--- config.mk ---
export PLATFORM = sky130hd
export DESIGN_NAME = bpwm_top
export DESIGN_NICKNAME = d
export VERILOG_FILES = /design/src/rtl/bpwm_pkg.sv /design/src/rtl/bpwm_tick_sel.sv /design/src/rtl/bpwm_counter.sv /design/src/rtl/bpwm_regs.sv /design/src/rtl/bpwm_out.sv /design/src/rtl/bpwm_top.sv
export SDC_FILE = /design/constraint.sdc
export NUM_CORES = 1
export LEC_CHECK = 0
export BUFFER_PORTS_ARGS = -buffer_cell sky130_fd_sc_hd__buf_2
export CORE_MARGIN = 3
export CORE_UTILIZATION = 33
export CTS_CLUSTER_DIAMETER = 50
export DETAILED_ROUTE_END_ITERATION = 16
export HOLD_SLACK_MARGIN = 0.1
export PLACE_DENSITY = 0.53
export SKIP_LAST_GASP = 1
export SLEW_MARGIN = 20
export SYNTH_ARGS = -nofsm -noshare
export SYNTH_HDL_FRONTEND = slang
export SYNTH_SLANG_ARGS = --single-unit
--- constraint.sdc ---
create_clock -name clk -period 2.5 [get_ports clk]
set_input_delay 0.25 -clock clk [delete_from_list [all_inputs] [get_ports clk]]
set_output_delay 0.25 -clock clk [all_outputs]
set_load 0.1 [all_outputs]
--- src/rtl/bpwm_pkg.sv ---
package bpwm_pkg;
  typedef enum logic [1:0] {
    A_CNT = 2'd0,
    A_CYC = 2'd1,
    A_BUF = 2'd2,
    A_CTL = 2'd3
  } bpwm_addr_e;
endpackage

--- src/rtl/bpwm_tick_sel.sv ---
module bpwm_tick_sel #(
  parameter int N_TICK = 8,
  parameter int SEL_W  = $clog2(N_TICK)
) (
  input  logic [N_TICK-1:0] tick_i,
  input  logic [SEL_W-1:0]  sel_i,
  output logic              tick_o
);
  always_comb tick_o = tick_i[sel_i];
endmodule

--- src/rtl/bpwm_counter.sv ---
module bpwm_counter #(
  parameter int CNT_W = 10
) (
  input  logic             clk,
  input  logic             rst,
  input  logic             run_i,
  input  logic             tick_i,
  input  logic [CNT_W-1:0] cyc_i,
  output logic [CNT_W-1:0] cnt_o,
  output logic             match_o
);
  logic [CNT_W-1:0] cnt_q;
  logic             at_end;

  assign at_end  = (cnt_q == cyc_i);
  assign match_o = run_i && tick_i && at_end;
  assign cnt_o   = cnt_q;

  always_ff @(posedge clk) begin
    if (rst || !run_i) cnt_q <= '0;
    else if (tick_i)   cnt_q <= at_end ? '0 : cnt_q + 1'b1;
  end

  // halted counter sits at zero
  p_idle_zero_r3: assert property (@(posedge clk) disable iff (rst)
    !run_i |=> cnt_q == '0);
  // wrap after the period value
  p_wrap_r5: assert property (@(posedge clk) disable iff (rst)
    (run_i && tick_i && at_end) |=> cnt_q == '0);
  // single step per enable
  p_step_r1: assert property (@(posedge clk) disable iff (rst)
    (run_i && tick_i && !at_end) |=> cnt_q == $past(cnt_q) + 1'b1);
  p_hold_r1: assert property (@(posedge clk) disable iff (rst)
    (run_i && !tick_i) |=> $stable(cnt_q));
endmodule

--- src/rtl/bpwm_regs.sv ---
module bpwm_regs
  import bpwm_pkg::*;
#(
  parameter int CNT_W = 10,
  parameter int REG_W = 16,
  parameter int SEL_W = 3
) (
  input  logic             clk,
  input  logic             rst,
  input  logic             lp_i,
  input  logic             we_i,
  input  logic [1:0]       addr_i,
  input  logic [REG_W-1:0] wdata_i,
  input  logic [CNT_W-1:0] cnt_i,
  output logic [REG_W-1:0] rdata_o,
  output logic [CNT_W-1:0] cyc_o,
  output logic [CNT_W-1:0] buf_o,
  output logic             start_o,
  output logic [SEL_W-1:0] sel_o
);
  localparam int PAD   = REG_W - CNT_W;
  localparam int ERR_B = SEL_W + 1;

  logic [CNT_W-1:0] cyc_q, buf_q;
  logic             start_q, err_q;
  logic [SEL_W-1:0] sel_q;
  logic             wr_cyc, wr_buf, wr_ctl, cyc_bad;

  assign wr_cyc  = we_i && (addr_i == A_CYC);
  assign wr_buf  = we_i && (addr_i == A_BUF);
  assign wr_ctl  = we_i && (addr_i == A_CTL);
  assign cyc_bad = start_q || lp_i || (wdata_i[CNT_W-1:0] == '0);

  always_ff @(posedge clk) begin
    if (rst) begin
      cyc_q   <= '1;
      buf_q   <= '0;
      start_q <= 1'b0;
      sel_q   <= '0;
      err_q   <= 1'b0;
      rdata_o <= '0;
    end else begin
      if (wr_cyc) begin
        if (cyc_bad) err_q <= 1'b1;
        else         cyc_q <= wdata_i[CNT_W-1:0];
      end
      if (lp_i) cyc_q <= '1;
      if (wr_buf) buf_q <= wdata_i[CNT_W-1:0];
      if (wr_ctl) begin
        start_q <= wdata_i[0];
        sel_q   <= wdata_i[SEL_W:1];
        if (wdata_i[ERR_B]) err_q <= 1'b0;
      end
      case (addr_i)
        A_CNT:   rdata_o <= {{PAD{1'b1}}, cnt_i};
        A_CYC:   rdata_o <= {{PAD{1'b1}}, cyc_q};
        A_BUF:   rdata_o <= {{PAD{1'b0}}, buf_q};
        default: rdata_o <= {{(REG_W-SEL_W-2){1'b0}}, err_q, sel_q, start_q};
      endcase
    end
  end

  assign cyc_o   = cyc_q;
  assign buf_o   = buf_q;
  assign start_o = start_q;
  assign sel_o   = sel_q;

  // period locked while running
  p_cyc_lock_r7: assert property (@(posedge clk) disable iff (rst)
    (start_q && !lp_i) |=> $stable(cyc_q));
  // error flag is sticky
  p_err_sticky_r7: assert property (@(posedge clk) disable iff (rst)
    (err_q && !(wr_ctl && wdata_i[ERR_B])) |=> err_q);
  // low power restores the period
  p_lp_cyc_r4: assert property (@(posedge clk) disable iff (rst)
    lp_i |=> cyc_q == '1);
endmodule

--- src/rtl/bpwm_out.sv ---
module bpwm_out #(
  parameter int CNT_W = 10
) (
  input  logic             clk,
  input  logic             rst,
  input  logic             run_i,
  input  logic             match_i,
  input  logic [CNT_W-1:0] buf_i,
  input  logic [CNT_W-1:0] cnt_i,
  output logic             pwm_o
);
  logic [CNT_W-1:0] duty_q;

  always_ff @(posedge clk) begin
    if (rst) begin
      duty_q <= '0;
      pwm_o  <= 1'b0;
    end else begin
      if (!run_i || match_i) duty_q <= buf_i;
      pwm_o <= run_i && (cnt_i < duty_q);
    end
  end

  // staged value taken at the wrap
  p_duty_load_r6: assert property (@(posedge clk) disable iff (rst)
    match_i |=> duty_q == $past(buf_i));
  // no duty change inside a running period
  p_duty_hold_r8: assert property (@(posedge clk) disable iff (rst)
    (run_i && !match_i) |=> $stable(duty_q));
  // output low while halted
  p_pwm_idle_r9: assert property (@(posedge clk) disable iff (rst)
    !run_i |=> !pwm_o);
endmodule

--- src/rtl/bpwm_top.sv ---
module bpwm_top #(
  parameter int CNT_W  = 10,
  parameter int REG_W  = 16,
  parameter int N_TICK = 8
) (
  input  logic              clk,
  input  logic              rst,
  input  logic              lp_i,
  input  logic [N_TICK-1:0] tick_i,
  input  logic              bus_we_i,
  input  logic [1:0]        bus_addr_i,
  input  logic [REG_W-1:0]  bus_wdata_i,
  output logic [REG_W-1:0]  bus_rdata_o,
  output logic              pwm_o
);
  localparam int SEL_W = $clog2(N_TICK);

  logic [CNT_W-1:0] cnt, cyc, bufv;
  logic [SEL_W-1:0] sel;
  logic             start, run, tick, match;

  assign run = start && !lp_i;

  bpwm_regs #(.CNT_W(CNT_W), .REG_W(REG_W), .SEL_W(SEL_W)) u_regs (
    .clk(clk), .rst(rst), .lp_i(lp_i), .we_i(bus_we_i), .addr_i(bus_addr_i),
    .wdata_i(bus_wdata_i), .cnt_i(cnt), .rdata_o(bus_rdata_o), .cyc_o(cyc),
    .buf_o(bufv), .start_o(start), .sel_o(sel)
  );

  bpwm_tick_sel #(.N_TICK(N_TICK), .SEL_W(SEL_W)) u_sel (
    .tick_i(tick_i), .sel_i(sel), .tick_o(tick)
  );

  bpwm_counter #(.CNT_W(CNT_W)) u_cnt (
    .clk(clk), .rst(rst), .run_i(run), .tick_i(tick), .cyc_i(cyc),
    .cnt_o(cnt), .match_o(match)
  );

  bpwm_out #(.CNT_W(CNT_W)) u_out (
    .clk(clk), .rst(rst), .run_i(run), .match_i(match), .buf_i(bufv),
    .cnt_i(cnt), .pwm_o(pwm_o)
  );
endmodule

==> results.sh, run 1 <==
export IMPL_fin_skew_ns=0.01435
export IMPL_grt_use_met2=0.2205
export IMPL_cap_violations=0
export IMPL_placed_cells=444
export IMPL_nets=390
export IMPL_start_util=0.3427
export IMPL_seqPwrFrac=0.480
export IMPL_synth_area_leaders="dfxtp_1, mux2i_1, nand2_1"
export IMPL_gr_total_overflow=0
export IMPL_cp_end_kind="flop"
export IMPL_first_iter_violations=161
export IMPL_critPathKind="reg2reg"
export IMPL_ys_top_cells_by_count="dfxtp_1, nand2_1, mux2i_1"
export IMPL_final_cells=460
export IMPL_min_delay_start="bus_wdata_i[8]"
export IMPL_ant_nets=0
export IMPL_num_vias=2382
export IMPL_grt_pass1_wl_mm=11.73
export IMPL_grt_usage=0.1572
export IMPL_synth_edf_count=0
export IMPL_async_reset_ff_frac=0
export IMPL_finalWirelength_mm=7.380
export IMPL_p_sw_w=0.0005827
export IMPL_drcViolationCount=0
export IMPL_busiest_layer="met1"
export IMPL_critPathArrivalTime_ns=2.25
export IMPL_syn2layout_area_growth_pct=15.65
export IMPL_fmax_mhz=494.5
export IMPL_cp_data_required_time_ns=2.73
export IMPL_cts_repair_resized=0
export IMPL_synth_cells=316
export IMPL_portBuffers=40
export IMPL_grt_pass1_vias=2187
export IMPL_p_clk_frac=0.388
export IMPL_min_path_type="in2reg"
export IMPL_coreArea_um2=8258
export IMPL_yosys_warnings=0
export IMPL_grt_util_met3=0.03822
export IMPL_wl_per_cell_um=16.04
export IMPL_yosysSeqAreaShare=0.4032
export IMPL_antenna_found_initial=0
export IMPL_timing_rr_start="u_regs.sel_o[0]"
export IMPL_slew_violations=0
export IMPL_period_needed_ns=2.022
export IMPL_pwr_share_comb=0.132
export IMPL_cts_clk_slew_worst_paths_ns=0.07
export IMPL_fin_setup_tns_ns=0
export IMPL_row_count=33
export IMPL_switching_share=0.2959
export IMPL_p_leak_nw=1.394
export IMPL_grt_max_degree=37
export IMPL_syn_area_um2=2830
export IMPL_max_slew_margin_rel=0.6361
export IMPL_firstDrtPassIters=4
export IMPL_grt_util_met1=0.2304
export IMPL_synth_flop_cell="dfxtp_1"
export IMPL_cts_tree="yes"
export IMPL_finalCritPeriodShare=0.8090
export IMPL_hold_viol=0
export IMPL_place_gp_congestion=0.8067
export IMPL_synth_top_area_share=0.4032
export IMPL_cts_hold_buf=0
export IMPL_postSynthAreaPerCell_um2=8.956
export IMPL_cp_start_kind="flop"
export IMPL_die_x_um=98.61
export IMPL_ios=47
export IMPL_startpoint="u_regs.sel_o[0]"
export IMPL_crit_fanout=20
export IMPL_post_cts_buffers=0
export IMPL_cts_root_buf="clkbuf_8"
export IMPL_dieArea_um2=9724
export IMPL_outcome="complete, no violations"
export IMPL_viasPerCell=5.178
export IMPL_ir_drop_v=0.0002528
export IMPL_synth_seq_cells=57
export IMPL_cts_buffer_depth=2
export IMPL_synth_most_common_cell="dfxtp_1"
export IMPL_cts_buffers=9
export IMPL_setup_violations_final=0
export IMPL_synth_distinct_cells=38
export IMPL_h_tree_depth=3
export IMPL_drive_gt1_frac=0.2028
export IMPL_die_y_um=98.61
export IMPL_synth_top_cell_by_area="dfxtp_1"
export IMPL_clock_sinks=57
export IMPL_diodes=0
export IMPL_clock_latency_ns=0.34
export IMPL_worstMarginPinSlew_ns=0.5446
export IMPL_rsz0062_at_grt="false"
export IMPL_post_route_util=0.3964
export IMPL_internal_power_w=0.001386
export IMPL_power_density_nw_per_um2=601.6
export IMPL_post_dp_hpwl_mm=5.267
export IMPL_synthesis_nets=356
==> cells in the final DEF, fill, tap and decap left out, drive strengths merged <==
cell      synthesis  routed
xnor2            10      10
o2111ai           2       2
or3               1       1
and3              5       5
o41ai             1       1
nor4b             1       1
nand3            24      24
a211o             1       1
nor2b             7       7
mux2i            30      30
nor4              9       9
nor3b             1       1
or2               1       1
nand2            39      39
nand2b            1       1
clkinvlp          0       1
buf              11      50
o21ai             8       8
nor2             29      29
a21oi            19      19
clkbuf           16      11
a221o             1       1
a31oi             2       2
inv              10      10
a2bb2oi           1       1
nor3              1       1
and2              2       2
and4              1       1
a2111oi           1       1
a311o             1       1
mux4              7       7
nand4             3       3
clkinv            0       4
nand3b            3       3
ha               10      10
dfxtp            57      57
==> layer usage <==
metal,part of all wire,up-vias
met5,0,-
met4,0.012,0
met3,0.049,9
met2,0.42,63
met1,0.51,1136
li1,-,1174
==> flip-flops by register name (all words and copies together) (netlist names) <==
signal	flops
u_regs.rdata_o	11
u_cnt.cnt_o	10
u_out.duty_q	10
u_regs.buf_o	10
u_regs.cyc_o	10
u_regs.sel_o	3
u_out.pwm_o	1
u_regs.err_q	1
u_regs.start_o	1
==> through the flow <==
stage	setup slack, ns	instance area [µm²]	hold slack [ns]	total power, W
after floorplan	0.7463	2830	0.3785	0.001167
after CTS	0.5164	3273	0.1460	0.001989
after global placement	0.5268	3100	0.4628	0.001224
after detailed placement	0.5476	3100	0.4768	0.001226
final	0.4776	3273	0.1628	0.001969
after global routing	0.3798	3273	0.1488	0.002052
==> cell type report <==
| type | count | area, µm² |
|---|---|---|
| inverter | 10 | 37.54 |
| clock buffer | 11 | 141.4 |
| fill | 862 | 4985 |
| sequential | 57 | 1141 |
| timing repair buffer | 50 | 275.3 |
| multi-input combinational | 222 | 1515 |
| clock inverter | 5 | 31.28 |
| tap | 105 | 131.4 |
==> critical path, stage by stage, from the launching register on <==
cell and delay (ns):
dfxtp_1 0.42, mux4_1 0.57, mux2i_1 0.29, buf_4 0.30, nor4_1 0.07, o21ai_0 0.19, nand2_1 0.07
==> path summary, 6_finish.rpt <==
| kind | to | slack, ns | cells past startpoint |
|---|---|---|---|
| setup / recovery | u_cnt.cnt_o[7] | 0.48 | 6 |
| hold / removal | u_regs.cyc_o[8] | 0.16 | 3 |
| hold reg to reg | u_regs.buf_o[4] | 0.49 | 2 |
| setup reg to reg | u_cnt.cnt_o[7] | 0.48 | 6 |
==> power by group through the flow <==
stage               registers (W)  logic (W)  clock network [W]
global placement         0.000965   0.000259                  0
finish                   0.000946   0.000260           0.000763
global route             0.000948   0.000277           0.000828
detailed placement       0.000966   0.000260                  0
floorplan                 0.00102   0.000143                  0
CTS                      0.000946   0.000260           0.000782
==> cell families after synthesis <==
group,Yosys count,synth area share
AND/OR/NAND/NOR,128,0.2153
flip-flops,57,0.4032
AO/OA/AOI/OAI,37,0.08046
buffers and inverters,37,0.06145
multiplexers,37,0.1645
XOR/XNOR,10,0.03094
adder cells (fa/ha/maj),10,0.04421
Note: power is estimated with default switching activity, not from simulation.
==> inputs of run 2 (changes only) <==
--- a/config.mk
+++ b/config.mk
@@ -11,7 +11,7 @@
 export CTS_CLUSTER_DIAMETER = 50
 export DETAILED_ROUTE_END_ITERATION = 16
 export HOLD_SLACK_MARGIN = 0.1
-export PLACE_DENSITY = 0.53
+export PLACE_DENSITY = 0.54
 export SKIP_LAST_GASP = 1
 export SLEW_MARGIN = 20
 export SYNTH_ARGS = -nofsm -noshare
==> constraint.sdc (replaced) <==
create_clock -name clk -period 1.7 [get_ports clk]
set_input_delay 0.17 -clock clk [delete_from_list [all_inputs] [get_ports clk]]
set_output_delay 0.17 -clock clk [all_outputs]
set_load 0.1 [all_outputs]
==> run 2 against run 1 <==
Net effect: the flow now finishes with violations (negative setup slack); sequential cell count did not move; setup slack got worse by 0.61 ns; clock power rose by 78%; sequential power rose by 47%; first-iteration DRC count fell by 11%; critical path depth rose by 1; global-route usage rose by 0.69 points; combinational power rose by 62%; power rose by 61%; fmax rose by 11%.
==> results.sh, run 2 (synthesized netlist as in run 1, its figures left out) <==
export IMPL_pwr_share_comb=0.133
export IMPL_min_path_type="in2reg"
export IMPL_busiest_layer="met2"
export IMPL_gr_total_overflow=0
export IMPL_power_density_nw_per_um2=875.3
export IMPL_row_count=33
export IMPL_fin_hold_ws_ns=0.1182
export IMPL_grt_usage=0.1641
export IMPL_p_leak_nw=1.574
export IMPL_critPathKind="reg2reg"
export IMPL_wl_per_cell_um=15.86
export IMPL_critPathArrivalTime_ns=2.04
export IMPL_dieArea_um2=9724
export IMPL_p_sw_w=0.0008595
export IMPL_largest_reg_flops=11
export IMPL_cts_tree="yes"
export IMPL_final_cell_mix="dfxtp_1, nand2_1, buf_2"
export IMPL_cp_end_kind="flop"
export IMPL_period_needed_ns=1.829
export IMPL_grt_util_met1=0.2362
export IMPL_die_y_um=98.61
export IMPL_crit_fanout=5
export IMPL_finalCritPeriodShare=1.076
export IMPL_grt_use_met2=0.2418
export IMPL_final_cells=484
export IMPL_grt_pass1_wl_mm=12.42
export IMPL_viasPerCell=5.134
export IMPL_slew_violations=0
export IMPL_fin_setup_tns_ns=-1.318
export IMPL_cap_violations=0
export IMPL_fin_skew_ns=0.007382
export IMPL_seqPwrFrac=0.438
export IMPL_outcome="finished, violations left"
export IMPL_die_x_um=98.61
export IMPL_clock_sinks=57
export IMPL_hold_path_cell_count=3
export IMPL_cp_start_kind="flop"
export IMPL_p_clk_frac=0.429
export IMPL_fmax_mhz=546.7
export IMPL_power_total_w=0.003173
export IMPL_startpoint="u_regs.sel_o[0]"
export IMPL_min_delay_start="bus_wdata_i[9]"
export IMPL_start_util=0.3427
export IMPL_diodes=0
export IMPL_cts_root_buf="clkbuf_8"
export IMPL_finalWorstSetupSlack_ns=-0.1292
export IMPL_finalWirelength_mm=7.674
export IMPL_coreArea_um2=8258
export IMPL_h_tree_depth=3
export IMPL_placed_cells=463
export IMPL_num_vias=2485
export IMPL_first_iter_violations=144
export IMPL_nets=414
export IMPL_top_register="u_regs.rdata_o"
export IMPL_place_gp_congestion=0.8242
export IMPL_hold_viol=0
export IMPL_ios=47
export IMPL_post_dp_hpwl_mm=5.506
export IMPL_cp_data_required_time_ns=1.91
export IMPL_ant_nets=0
export IMPL_grt_pass1_vias=2390
export IMPL_firstDrtPassIters=4
export IMPL_cts_buffers=9
export IMPL_rsz0062_at_grt="true"
export IMPL_grt_util_met3=0.03822
export IMPL_drive_gt1_frac=0.2770
export IMPL_clock_latency_ns=0.34
export IMPL_setup_violations_final=19
export IMPL_switching_share=0.2709
export IMPL_worstMarginPinSlew_ns=0.4943
export IMPL_timing_rr_start="u_regs.sel_o[0]"
export IMPL_r2r_cells=7
export IMPL_grt_max_degree=37
export IMPL_ir_drop_v=0.0004102
export IMPL_post_route_util=0.4389
export IMPL_antenna_found_initial=0
export IMPL_portBuffers=40
export IMPL_drcViolationCount=0
export IMPL_cts_clk_slew_worst_paths_ns=0.06
export IMPL_internal_power_w=0.002313
export IMPL_syn2layout_area_growth_pct=28.07
export IMPL_final_common_cell="dfxtp_1"
export IMPL_max_slew_margin_rel=0.6727
export IMPL_violations="negative setup slack"
export IMPL_cts_buffer_depth=2
[run 2: cell types whose count changed in the layout (fill, tap and decap cells not counted), moves of 3 or more]
| cell | change |
|---|---|
| buf_2 | -5 |
| buf_4 | +19 |
| buf_6 | +3 |
| dfxtp_1 | -5 |
| dfxtp_2 | +4 |
| dlygate4sd3_1 | +4 |
[run 2: metrics by stage]
stage | instance area, µm² | setup WS (ns)
4_1_cts | 3522 | -0.1276
6_report | 3625 | -0.1292
3_5_place_dp | 3253 | -0.1349
3_3_place_gp | 3253 | -0.1230
2_1_floorplan | 2828 | 0.04419
5_1_grt | 3625 | -0.2186
[run 2: critical path, stage by stage, from the launching register on]
cell and delay, ns:
dfxtp_4 0.36, mux4_2 0.52, mux2i_4 0.23, o41ai_4 0.08
buf_4 0.17, clkbuf_16 0.16, mux2i_1 0.14, nor2_1 0.05
[run 2: what timing repair did]
item | CTS | global route
setup endpoints to repair | 21 | 31
pin swaps | 0 | 4
gates resized for setup | 6 | 18
cloned | 0 | 2
hold buffers | 5 | 0
buffers inserted | 0 | 3
hold endpoints to repair | 7 | 0
[run 2: per-layer routing]
metal | vias to the layer above | part of all wire
met5 | - | 0
met1 | 1196 | 0.49
met4 | 0 | 0.010
met2 | 65 | 0.45
met3 | 8 | 0.050
li1 | 1216 | -
[run 2: power groups by stage]
stage / clock network (W) / logic, W / registers [W]
floorplan: 0 / 0.000213 / 0.00151
global placement: 0 / 0.000397 / 0.00142
detailed placement: 0 / 0.000399 / 0.00142
CTS: 0.00140 / 0.000409 / 0.00139
global route: 0.00146 / 0.000449 / 0.00139
finish: 0.00136 / 0.000421 / 0.00139
[run 2: final cells by class]
| type | instances | area, µm² |
|---|---|---|
| Timing Repair Buffer | 74 | 524.3 |
| Clock inverter | 7 | 85.08 |
| Clock buffer | 9 | 123.9 |
| Sequential cell | 57 | 1150 |
| Multi-Input combinational cell | 222 | 1573 |
| Fill cell | 835 | 4633 |
| Inverter | 10 | 37.54 |
| Tap cell | 105 | 131.4 |
[run 2: final timing paths]
check	to	slack, ns
setup reg to reg	u_out.duty_q[2]	-0.13
setup / recovery	u_out.duty_q[2]	-0.13
hold reg to reg	u_regs.buf_o[0]	0.48
hold / removal	u_regs.cyc_o[9]	0.12
==> inputs of run 3 (changes only) <==
--- a/config.mk
+++ b/config.mk
@@ -5,14 +5,13 @@
 export SDC_FILE = /design/constraint.sdc
 export NUM_CORES = 1
 export LEC_CHECK = 0
-export BUFFER_PORTS_ARGS = -buffer_cell sky130_fd_sc_hd__buf_2
+export BUFFER_PORTS_ARGS = -buffer_cell sky130_fd_sc_hd__buf_4
 export CORE_MARGIN = 3
 export CORE_UTILIZATION = 33
 export CTS_CLUSTER_DIAMETER = 50
 export DETAILED_ROUTE_END_ITERATION = 16
 export HOLD_SLACK_MARGIN = 0.1
 export PLACE_DENSITY = 0.54
-export SKIP_LAST_GASP = 1
 export SLEW_MARGIN = 20
 export SYNTH_ARGS = -nofsm -noshare
 export SYNTH_HDL_FRONTEND = slang
==> run 3 against run 2 <==
Net effect: largest cell class unchanged; register-to-register slack improved by 0.04 ns; the flow still finishes with violations (negative setup slack); critical endpoint is now u_out.duty_q[4]; hold slack improved by 0.0019 ns; sequential cell count unchanged.
==> results.sh, run 3 (synthesized netlist as in run 1, its figures left out) <==
export IMPL_setup_violations_final=18
export IMPL_register_area_um2=1147
export IMPL_nFillCells=844
export IMPL_p_sw_w=0.0008660
export IMPL_syn2layout_area_growth_pct=34.75
export IMPL_die_x_um=98.61
export IMPL_max_slew_margin_rel=0.6856
export IMPL_grt_pass1_vias=2428
export IMPL_final_common_cell="buf_4"
export IMPL_timing_rr_start="u_regs.sel_o[0]"
export IMPL_finalCritPeriodShare=1.050
export IMPL_cp_end_kind="flop"
export IMPL_coreArea_um2=8258
export IMPL_gr_total_overflow=0
export IMPL_num_vias=2528
export IMPL_slowest_stage="o41ai_4"
export IMPL_nets=425
export IMPL_ir_drop_v=0.0004469
export IMPL_diodes=0
export IMPL_ios=47
export IMPL_p_clk_frac=0.400
export IMPL_crit_fanout=10
export IMPL_portBuffers=40
export IMPL_die_y_um=98.61
export IMPL_slowest_delay_ns=0.43
export IMPL_antenna_found_initial=0
export IMPL_cp_cell_sequence="mux4_2 > mux2i_4 > o41ai_4 > buf_12 > mux2i_1 > nor2_1"
export IMPL_critPathArrivalTime_ns=1.99
export IMPL_cts_clk_slew_worst_paths_ns=0.06
export IMPL_timing_rr_end="u_out.duty_q[4]"
export IMPL_cp_top_family="multiplexers"
export IMPL_final_cell_mix="buf_4, dfxtp_1, nand2_1"
export IMPL_fin_area_um2=3814
export IMPL_cp_start_kind="flop"
export IMPL_finalWorstSetupSlack_ns=-0.08460
export IMPL_seqPwrFrac=0.446
export IMPL_power_density_nw_per_um2=819.2
export IMPL_h_tree_depth=3
export IMPL_hold_viol=0
export IMPL_cp_data_required_time_ns=1.91
export IMPL_cts_tree="yes"
export IMPL_row_count=33
export IMPL_reg2reg_slack_ns=-0.08
export IMPL_switching_share=0.2772
export IMPL_cts_buffers=9
export IMPL_ant_nets=0
export IMPL_rsz0062_at_grt="true"
export IMPL_r2r_cells=6
export IMPL_drive_gt1_frac=0.2821
export IMPL_dieArea_um2=9724
export IMPL_wl_per_cell_um=16.07
export IMPL_startpoint="u_regs.sel_o[0]"
export IMPL_place_area_um2=3346
export IMPL_top_register="u_regs.rdata_o"
export IMPL_grt_max_degree=37
export IMPL_critPathKind="reg2reg"
export IMPL_finalWirelength_mm=7.953
export IMPL_place_gp_congestion=0.8441
export IMPL_clock_sinks=57
export IMPL_firstDrtPassIters=4
export IMPL_viasPerCell=5.107
export IMPL_drcViolationCount=0
export IMPL_min_path_type="in2reg"
export IMPL_post_dp_hpwl_mm=5.625
export IMPL_p_leak_nw=1.689
export IMPL_slew_violations=0
export IMPL_internal_power_w=0.002258
export IMPL_grt_pass1_wl_mm=12.68
export IMPL_first_iter_violations=94
export IMPL_largest_reg_flops=11
export IMPL_crit_end="u_out.duty_q[4]"
export IMPL_cts_buffer_depth=2
export IMPL_critPathBufInv=1
export IMPL_fin_skew_ns=0.006545
export IMPL_multi_input_area_um2=1573
export IMPL_fmax_mhz=560.4
export IMPL_violations="negative setup slack"
export IMPL_grt_usage=0.1664
export IMPL_power_total_w=0.003124
export IMPL_worstMarginPinSlew_ns=0.4704
export IMPL_cts_root_buf="clkbuf_8"
export IMPL_cap_violations=0
export IMPL_pwr_share_comb=0.154
export IMPL_cp_num_cells=6
export IMPL_start_util=0.3427
export IMPL_period_needed_ns=1.785
export IMPL_clock_latency_ns=0.33
export IMPL_outcome="finished, violations left"
-- run 3: cell count changes in the layout (fill, tap and decap cells not counted), sizes merged --
cell / previous run / this run
dlymetal6s4s: 1 / 8
clkinv: 5 / 4
dlygate4sd3: 4 / 3
clkinvlp: 0 / 1
bufinv: 2 / 1
buf: 68 / 74
-- run 3: cell type report --
cell class | count | share of cell area
multi-input cells | 222 | 0.4124
clock buffers | 10 | 0.03609
repair buffers | 85 | 0.1913
flip-flops and latches | 57 | 0.3009
well taps | 105 | 0.03445
clock inverters | 6 | 0.01509
inverters | 10 | 0.009843
-- run 3: worst min path at each step --
stage	startpoint	slack, ns	depth (start not counted)	endpoint
6_report	bus_wdata_i[2]	0.12	3	u_regs.sel_o[1]
5_1_grt	bus_wdata_i[0]	0.10	3	u_regs.buf_o[0]
4_1_cts	bus_wdata_i[2]	0.10	3	u_regs.sel_o[1]
3_5_place_dp	bus_wdata_i[5]	0.42	3	u_regs.cyc_o[5]
3_3_place_gp	bus_wdata_i[8]	0.42	3	u_regs.cyc_o[8]
2_1_floorplan	bus_wdata_i[0]	0.30	2	u_regs.cyc_o[0]
-- run 3: layer usage --
layer	routed length [µm]	up-vias	global-route usage
met2	3826	76	0.2595
met3	439	8	0.04600
met5	0	-	0
li1	-	1238	-
met4	66	0	0.03676
met1	3619	1206	0.2310
-- run 3: worst reg2reg max path, cell delays in order, from the launching register on --
cell	delay (ns)
dfxtp_2	0.34
mux4_2	0.36
mux2i_4	0.10
o41ai_4	0.43
buf_12	0.19
mux2i_1	0.20
nor2_1	0.05
-- run 3: repair_timing --
item                                    in CTS  in global routing
resized for setup                            3                 30
endpoints found under the setup margin      21                 31
hold buffers                                11                  0
setup buffers                                0                  6
hold endpoints to repair                    11                  0
gates cloned                                 0                  1
pin swaps                                    0                  3
-- run 3: power groups by stage --
stage,clock [W],combinational [W],sequential (W)
after floorplan,0,0.000213,0.00151
after global placement,0,0.000424,0.00142
after detailed placement,0,0.000426,0.00142
after CTS,0.00129,0.000447,0.00139
after global routing,0.00135,0.000508,0.00140
final,0.00125,0.000480,0.00139
-- run 3: metrics by stage --
step	hold slack, ns	cells	util	worst slack (ns)	TNS, ns
final	0.1201	495	0.4618	-0.08460	-0.9536
after global routing	0.1019	495	0.4618	-0.1815	-2.787
after CTS	0.1008	489	0.4424	-0.1196	-1.702
after detailed placement	0.4205	462	0.4052	-0.09644	-1.351
after global placement	0.4153	462	0.4052	-0.1125	-1.443
after floorplan	0.2985	316	-	0.04419	0
